File: config.mk
export PLATFORM = sky130hd
export DESIGN_NAME = lane_matvec
export DESIGN_NICKNAME = d
export VERILOG_FILES = /design/src/rtl/lmv_pkg.sv /design/src/rtl/lmv_lane.sv /design/src/rtl/lmv_store.sv /design/src/rtl/lane_matvec.sv
export SDC_FILE = /design/constraint.sdc
export NUM_CORES = 2
export LEC_CHECK = 0
export BUFFER_PORTS_ARGS = -buffer_cell sky130_fd_sc_hd__clkbuf_2
export CAP_MARGIN = 20
export CORE_ASPECT_RATIO = 1.25
export CORE_MARGIN = 1
export CORE_UTILIZATION = 36
export CTS_CLUSTER_DIAMETER = 200
export DETAILED_ROUTE_END_ITERATION = 16
export SYNTH_ARGS = -nofsm -noshare
export SYNTH_HDL_FRONTEND = slang
export SYNTH_SLANG_ARGS = --single-unit
File: constraint.sdc
create_clock -name clk -period 19.31 [get_ports clk]
set_clock_uncertainty 0.15 [all_clocks]
set_input_delay 0.9655 -clock clk [delete_from_list [all_inputs] [get_ports clk]]
set_output_delay 0.9655 -clock clk [all_outputs]
set_load 0.01 [all_outputs]
File: src/rtl/lmv_pkg.sv
package lmv_pkg;
    typedef enum logic [2:0] {
        ST_IDLE   = 3'd0,
        ST_FETCH  = 3'd1,
        ST_MAC    = 3'd2,
        ST_REDUCE = 3'd3,
        ST_SCALE  = 3'd4,
        ST_FIN    = 3'd5
    } mv_state_e;

    localparam logic [1:0] SEL_ACT = 2'd0;
    localparam logic [1:0] SEL_WT  = 2'd1;
    localparam logic [1:0] SEL_SCL = 2'd2;
endpackage

File: src/rtl/lmv_lane.sv
module lmv_lane #(
    parameter int DW = 8,
    parameter int AW = 32
) (
    input  logic                 clk,
    input  logic                 rst_n,
    input  logic                 clr,
    input  logic                 en,
    input  logic signed [DW-1:0] a,
    input  logic signed [DW-1:0] b,
    output logic signed [AW-1:0] acc
);
    logic signed [2*DW-1:0] prod;
    logic signed [AW-1:0]   acc_d, acc_q;

    assign prod = a * b;

    always_comb begin
        acc_d = acc_q;
        if (clr)
            acc_d = '0;
        else if (en)
            acc_d = acc_q + AW'(prod);
    end

    always_ff @(posedge clk or negedge rst_n) begin
        if (!rst_n) acc_q <= '0;
        else        acc_q <= acc_d;
    end

    assign acc = acc_q;

    // clearing and accumulating never overlap
    assert_clr_excl_en_R8: assert property (@(posedge clk) disable iff (!rst_n)
        !(clr && en));
endmodule

File: src/rtl/lmv_store.sv
module lmv_store
    import lmv_pkg::*;
#(
    parameter int DW    = 8,
    parameter int SW    = 16,
    parameter int LANES = 4,
    parameter int GROUP = 8,
    parameter int COLS  = 16,
    parameter int ROWS  = 4,
    localparam int NGRP   = COLS / GROUP,
    localparam int STEPS  = COLS / LANES,
    localparam int ADDR_W = $clog2(ROWS * COLS),
    localparam int COL_W  = $clog2(COLS),
    localparam int SC_W   = (ROWS * NGRP > 1) ? $clog2(ROWS * NGRP) : 1,
    localparam int ROW_W  = (ROWS > 1) ? $clog2(ROWS) : 1,
    localparam int STEP_W = (STEPS > 1) ? $clog2(STEPS) : 1,
    localparam int GRP_W  = (NGRP > 1) ? $clog2(NGRP) : 1
) (
    input  logic                        clk,
    input  logic                        wr_en,
    input  logic [1:0]                  wr_sel,
    input  logic [ADDR_W-1:0]           wr_addr,
    input  logic [SW-1:0]               wr_data,
    input  logic [ROW_W-1:0]            rd_row,
    input  logic [STEP_W-1:0]           rd_step,
    input  logic [GRP_W-1:0]            rd_grp,
    output logic [LANES-1:0][DW-1:0]    wt_chunk,
    output logic [LANES-1:0][DW-1:0]    act_chunk,
    output logic [SW-1:0]               scale
);
    logic [DW-1:0] act_q [COLS];
    logic [DW-1:0] wt_q  [ROWS*COLS];
    logic [SW-1:0] sc_q  [ROWS*NGRP];

    always_ff @(posedge clk) begin
        if (wr_en) begin
            case (wr_sel)
                SEL_ACT: if (int'(wr_addr) < COLS)
                    act_q[COL_W'(wr_addr)] <= wr_data[DW-1:0];
                SEL_WT:  if (int'(wr_addr) < ROWS * COLS)
                    wt_q[wr_addr] <= wr_data[DW-1:0];
                SEL_SCL: if (int'(wr_addr) < ROWS * NGRP)
                    sc_q[SC_W'(wr_addr)] <= wr_data;
                default: ;
            endcase
        end
    end

    for (genvar i = 0; i < LANES; i++) begin : g_rd
        assign wt_chunk[i]  = wt_q[ADDR_W'(int'(rd_row) * COLS + int'(rd_step) * LANES + i)];
        assign act_chunk[i] = act_q[COL_W'(int'(rd_step) * LANES + i)];
    end

    assign scale = sc_q[SC_W'(int'(rd_row) * NGRP + int'(rd_grp))];
endmodule

File: src/rtl/lane_matvec.sv
module lane_matvec
    import lmv_pkg::*;
#(
    parameter int DW    = 8,
    parameter int SW    = 16,
    parameter int FRAC  = 8,
    parameter int LACC  = 32,
    parameter int RW    = 48,
    parameter int LANES = 4,
    parameter int GROUP = 8,
    parameter int COLS  = 16,
    parameter int ROWS  = 4,
    localparam int NGRP   = COLS / GROUP,
    localparam int STEPS  = COLS / LANES,
    localparam int GSTEPS = GROUP / LANES,
    localparam int ADDR_W = $clog2(ROWS * COLS),
    localparam int COL_W  = $clog2(COLS),
    localparam int ROW_W  = (ROWS > 1) ? $clog2(ROWS) : 1,
    localparam int STEP_W = (STEPS > 1) ? $clog2(STEPS) : 1,
    localparam int GRP_W  = (NGRP > 1) ? $clog2(NGRP) : 1,
    localparam int LANE_W = (LANES > 1) ? $clog2(LANES) : 1
) (
    input  logic              clk,
    input  logic              rst_n,
    input  logic              wr_en,
    input  logic [1:0]        wr_sel,
    input  logic [ADDR_W-1:0] wr_addr,
    input  logic [SW-1:0]     wr_data,
    input  logic              start,
    input  logic              qmode,
    output logic              out_valid,
    output logic [RW-1:0]     out_data,
    output logic              done
);
    typedef struct packed {
        mv_state_e          st;
        logic [ROW_W-1:0]   row;
        logic [STEP_W-1:0]  step;
        logic [STEP_W-1:0]  gcnt;
        logic [GRP_W-1:0]   grp;
        logic [LANE_W-1:0]  lane;
        logic signed [RW-1:0] red;
        logic signed [RW-1:0] acc;
        logic               qm;
        logic               vld;
        logic               fin;
        logic [RW-1:0]      res;
    } eng_t;

    eng_t s_d, s_q;

    logic [LANES-1:0][DW-1:0] wt_chunk, act_chunk, w_op;
    logic [SW-1:0]            sc_rd;
    logic signed [LACC-1:0]   lane_acc [LANES];
    logic [DW-1:0]            rowbuf_q [COLS];
    logic                     lane_clr, lane_en, rb_we, busy, last_grp;
    logic [STEP_W-1:0]        glen_m1;
    logic signed [RW-1:0]     scl_ext, scl_prod, scaled, total;

    lmv_store #(.DW(DW), .SW(SW), .LANES(LANES), .GROUP(GROUP), .COLS(COLS), .ROWS(ROWS)) u_store (
        .clk(clk), .wr_en(wr_en), .wr_sel(wr_sel), .wr_addr(wr_addr), .wr_data(wr_data),
        .rd_row(s_q.row), .rd_step(s_q.step), .rd_grp(s_q.grp),
        .wt_chunk(wt_chunk), .act_chunk(act_chunk), .scale(sc_rd)
    );

    // row buffer: filled chunk by chunk during the fetch phase
    always_ff @(posedge clk) begin
        if (rb_we)
            for (int i = 0; i < LANES; i++)
                rowbuf_q[COL_W'(int'(s_q.step) * LANES + i)] <= wt_chunk[i];
    end

    for (genvar i = 0; i < LANES; i++) begin : g_lane
        assign w_op[i] = rowbuf_q[COL_W'(int'(s_q.step) * LANES + i)];
        lmv_lane #(.DW(DW), .AW(LACC)) u_lane (
            .clk(clk), .rst_n(rst_n), .clr(lane_clr), .en(lane_en),
            .a($signed(w_op[i])), .b($signed(act_chunk[i])), .acc(lane_acc[i])
        );
    end

    assign busy     = (s_q.st != ST_IDLE);
    assign glen_m1  = s_q.qm ? STEP_W'(GSTEPS - 1) : STEP_W'(STEPS - 1);
    assign last_grp = !s_q.qm || (s_q.grp == GRP_W'(NGRP - 1));
    assign scl_ext  = RW'($signed(sc_rd));
    assign scl_prod = s_q.red * scl_ext;
    assign scaled   = scl_prod >>> FRAC;
    assign total    = s_q.acc + (s_q.qm ? scaled : s_q.red);

    always_comb begin
        s_d      = s_q;
        s_d.vld  = 1'b0;
        s_d.fin  = 1'b0;
        lane_clr = 1'b0;
        lane_en  = 1'b0;
        rb_we    = 1'b0;
        case (s_q.st)
            ST_IDLE: if (start) begin
                s_d.st   = ST_FETCH;
                s_d.row  = '0;
                s_d.step = '0;
                s_d.qm   = qmode;
            end
            ST_FETCH: begin
                rb_we    = 1'b1;
                lane_clr = 1'b1;
                s_d.acc  = '0;
                s_d.grp  = '0;
                s_d.gcnt = '0;
                if (s_q.step == STEP_W'(STEPS - 1)) begin
                    s_d.step = '0;
                    s_d.st   = ST_MAC;
                end else begin
                    s_d.step = s_q.step + 1'b1;
                end
            end
            ST_MAC: begin
                lane_en  = 1'b1;
                s_d.step = s_q.step + 1'b1;
                if (s_q.gcnt == glen_m1) begin
                    s_d.gcnt = '0;
                    s_d.lane = '0;
                    s_d.red  = '0;
                    s_d.st   = ST_REDUCE;
                end else begin
                    s_d.gcnt = s_q.gcnt + 1'b1;
                end
            end
            ST_REDUCE: begin
                s_d.red = s_q.red + RW'(lane_acc[s_q.lane]);
                if (s_q.lane == LANE_W'(LANES - 1)) s_d.st = ST_SCALE;
                else                                s_d.lane = s_q.lane + 1'b1;
            end
            ST_SCALE: begin
                lane_clr = 1'b1;
                s_d.acc  = total;
                if (last_grp) begin
                    s_d.vld = 1'b1;
                    s_d.res = total;
                    if (s_q.row == ROW_W'(ROWS - 1)) begin
                        s_d.st = ST_FIN;
                    end else begin
                        s_d.row  = s_q.row + 1'b1;
                        s_d.step = '0;
                        s_d.st   = ST_FETCH;
                    end
                end else begin
                    s_d.grp = s_q.grp + 1'b1;
                    s_d.st  = ST_MAC;
                end
            end
            ST_FIN: begin
                s_d.fin = 1'b1;
                s_d.st  = ST_IDLE;
            end
            default: s_d.st = ST_IDLE;
        endcase
    end

    always_ff @(posedge clk or negedge rst_n) begin
        if (!rst_n) s_q <= '0;
        else        s_q <= s_d;
    end

    assign out_valid = s_q.vld;
    assign out_data  = s_q.res;
    assign done      = s_q.fin;

    assert_valid_busy_R4: assert property (@(posedge clk) disable iff (!rst_n)
        out_valid |-> busy);
    assert_valid_done_excl_R4: assert property (@(posedge clk) disable iff (!rst_n)
        $onehot0({out_valid, done}));
    assert_done_after_valid_R5: assert property (@(posedge clk) disable iff (!rst_n)
        done |-> $past(out_valid));
    assert_done_idle_R5: assert property (@(posedge clk) disable iff (!rst_n)
        done |-> !busy);
    assert_start_ignored_R6: assert property (@(posedge clk) disable iff (!rst_n)
        (start && busy && s_q.st != ST_FIN) |=> busy);
endmodule

==> run summary <==
most frequent CP cell - fa_1
Reg2Reg Setup Slack - 6.64 ns
TritonCTS Buffers - 130
most common cell in the synthesized netlist - inv_1
FF-to-FF path depth - 36
first-pass GRT wire length - 366 mm
required time worst endpoint - 19.84 ns
share of cells above drive strength 1 - 9.60%
initial DRC count - 3312
# DRC - 0
CP max-delay cell - clkinv_1
maximum root-to-sink buffer count - 3
Worst path top cell family by delay - adder cells
Critical Path Stages - 36
# port buffers - 78
post-route ant nets - 0
Peak Freq - 78.9 MHz
area delta synth->final - 9.02%
buffers plus inverters on the worst setup path - 6
Initial DRT Pass Iterations - 6
worst min-delay path class - in2async
vias per cell - 5.11
postcts setup bufs - 0
Root Buffer - clkbuf_16
pin count of the biggest net entering global routing - 113
Slew headroom - 23.8%
Max FO, Critical Path - 39
Setup TNS - 0 ns
sequential fraction of the synthesis area - 36.9%
Vias - 57701
ys async rst share - 24.3%
syn_nets - 9476
Final #Nets - 9442
critical path class - reg2reg
top-area cell type share of the netlist area - 29.1%
number of synthesized register bits - 1183
max incr delay on CP - 0.87 ns
beginning of the worst register-to-register path - s_q[155]
predominant post-synthesis flop cell - edfxtp_1
Critical Path End Type - register
hold_buf cts - 0
Synth top cells by count - inv_1 (1456), fa_1 (1073), edfxtp_1 (896), nand2_1 (880), ha_1 (504)
Yosys cell types - 81
routability cong. - 0.886
clk_lat worst skew - 0.80 ns
YS warnings - 0
average size of a mapped cell - 11.8 um2
final setup vio count - 0
Post-synth EDFFs - 896
CTS tree - done
PostCTS Resize Cnt - 0
outcome - finished, final reports clean
worst-margin pin slew - 1.14 ns
Max Cap Viol - 0
Die Y - 569 um
final worst-path cycle share - 65.6%
Setup crit start kind - register
row cnt - 207
Setup crit end - out_data[45]
critical path launch point - s_q[155]
DPL Wire Length - 170 mm
initial core utilization - 36.3%
Post-Syn Instances - 7870
vias in the first global route - 62751
Filler cells - 24213
GRT Util Overall - 18.3%
CP Data Arrival Time - 13.20 ns
area of the die - 259000 um2
terminus of the critical flop-to-flop path - out_data[45]
Overflow after GRT - 0
CTS clk-pin slew, worst paths - 0.06 ns
DR WL/cell - 20.5 um
RSZ-0062 raised after global routing - no
post-route minimum period - 12.67 ns
initial antenna violation count - 8
H-tree levels - 4
area leader, netlist - edfxtp_1
CTS sink cnt - 1183
Routed WL - 231 mm
Final Hold Vio Count - 0
final slew viol count - 0
synth top area cells - edfxtp_1 (29%), fa_1 (23%), dfrtp_1 (7.8%)
Synth Cell Area - 92500 um2
I/O pin count - 79
core area - 255000 um2
chip width - 455 um
Min Hold Slack - 0.0898 ns
## worst min-delay path by stage
| stage | startpoint | endpoint | slack [ns] | depth (start not counted) |
|---|---|---|---|---|
| 6_report | rst_n | out_data[44] | 0.09 | 1 |
| 5_1_grt | rst_n | out_data[43] | 0.13 | 1 |
| 4_1_cts | rst_n | s_q[90] | 0.1 | 1 |
| 3_5_place_dp | out_data[1] | out_data[1] | 0.31 | 2 |
| 3_3_place_gp | out_data[13] | out_data[13] | 0.31 | 2 |
| 2_1_floorplan | out_data[0] | out_data[0] | 0.30 | 2 |
## layout make-up
cell class	instances	area [um2]	area share, %
multi-input cells	4890	51500	51.1
flip-flops and latches	1183	34100	33.8
inverters	1458	5470	5.43
well taps	3344	4180	4.15
clock buffers	155	3410	3.38
repair buffers	173	1260	1.25
clock inverters	76	848	0.841
diodes	5	12.5	0.0124
## stage by stage
| stage | instances | utilization (%) | setup slack, ns | instance area, um2 |
|---|---|---|---|---|
| after CTS | 11272 | 39.5 | 6.65 | 101000 |
| after global routing | 11280 | 39.6 | 5.92 | 101000 |
| after detailed placement | 11041 | 37.8 | 6.73 | 96400 |
| after floorplan | 7870 | - | 9.19 | 92500 |
| after global placement | 11034 | 37.8 | 6.75 | 96300 |
| final | 11284 | 39.6 | 6.64 | 101000 |
## layout by cell type (no fill, tap or decap), drive strengths merged, types with 103 or more instances in the layout
| cell | n |
|---|---|
| inv | 1461 |
| xnor2 | 163 |
| buf | 103 |
| mux4 | 281 |
| ha | 504 |
| fa | 1073 |
| a21oi | 205 |
| o21ai | 258 |
| edfxtp | 896 |
| dfrtp | 287 |
| and2 | 274 |
| nand2 | 881 |
| clkbuf | 224 |
| nor2 | 275 |
| a21o | 116 |
## sequential cells by signal, summed over array words and instances (netlist names)
name               cells
rowbuf_q             128
out_data              48
done                   1
u_store.sc_q         128
s_q                  109
u_store.wt_q         512
g_lane.u_lane.acc    128
u_store.act_q        128
out_valid              1
## cells by family (layout without fill, tap and decap cells)
family                   after synthesis  count (layout)  synth area share [%]
buffers and inverters               1797            1862                  7.54
AND/OR/NAND/NOR                     1793            1793                  8.95
adder cells (fa/ha/maj)             1577            1577                  30.0
flip-flops                          1183            1183                  36.9
AO/OA/AOI/OAI                        896             896                  6.27
multiplexers                         359             359                  7.78
XOR/XNOR                             265             265                  2.56
other                                  0               5                     0
## routing by layer
metal | wire length (um) | vias to the layer above | share of wire (%) | track usage, %
met5 | 0 | - | 0 | 0
met1 | 93200 | 30105 | 40 | 22.7
met4 | 7560 | 0 | 3.3 | 5.99
met3 | 9830 | 414 | 4.3 | 2.26
met2 | 121000 | 1398 | 52 | 32.6
li1 | - | 25784 | - | -
Power is not shown: default switching activity piles up to over one toggle a cycle in this logic, so the estimate is an artifact.
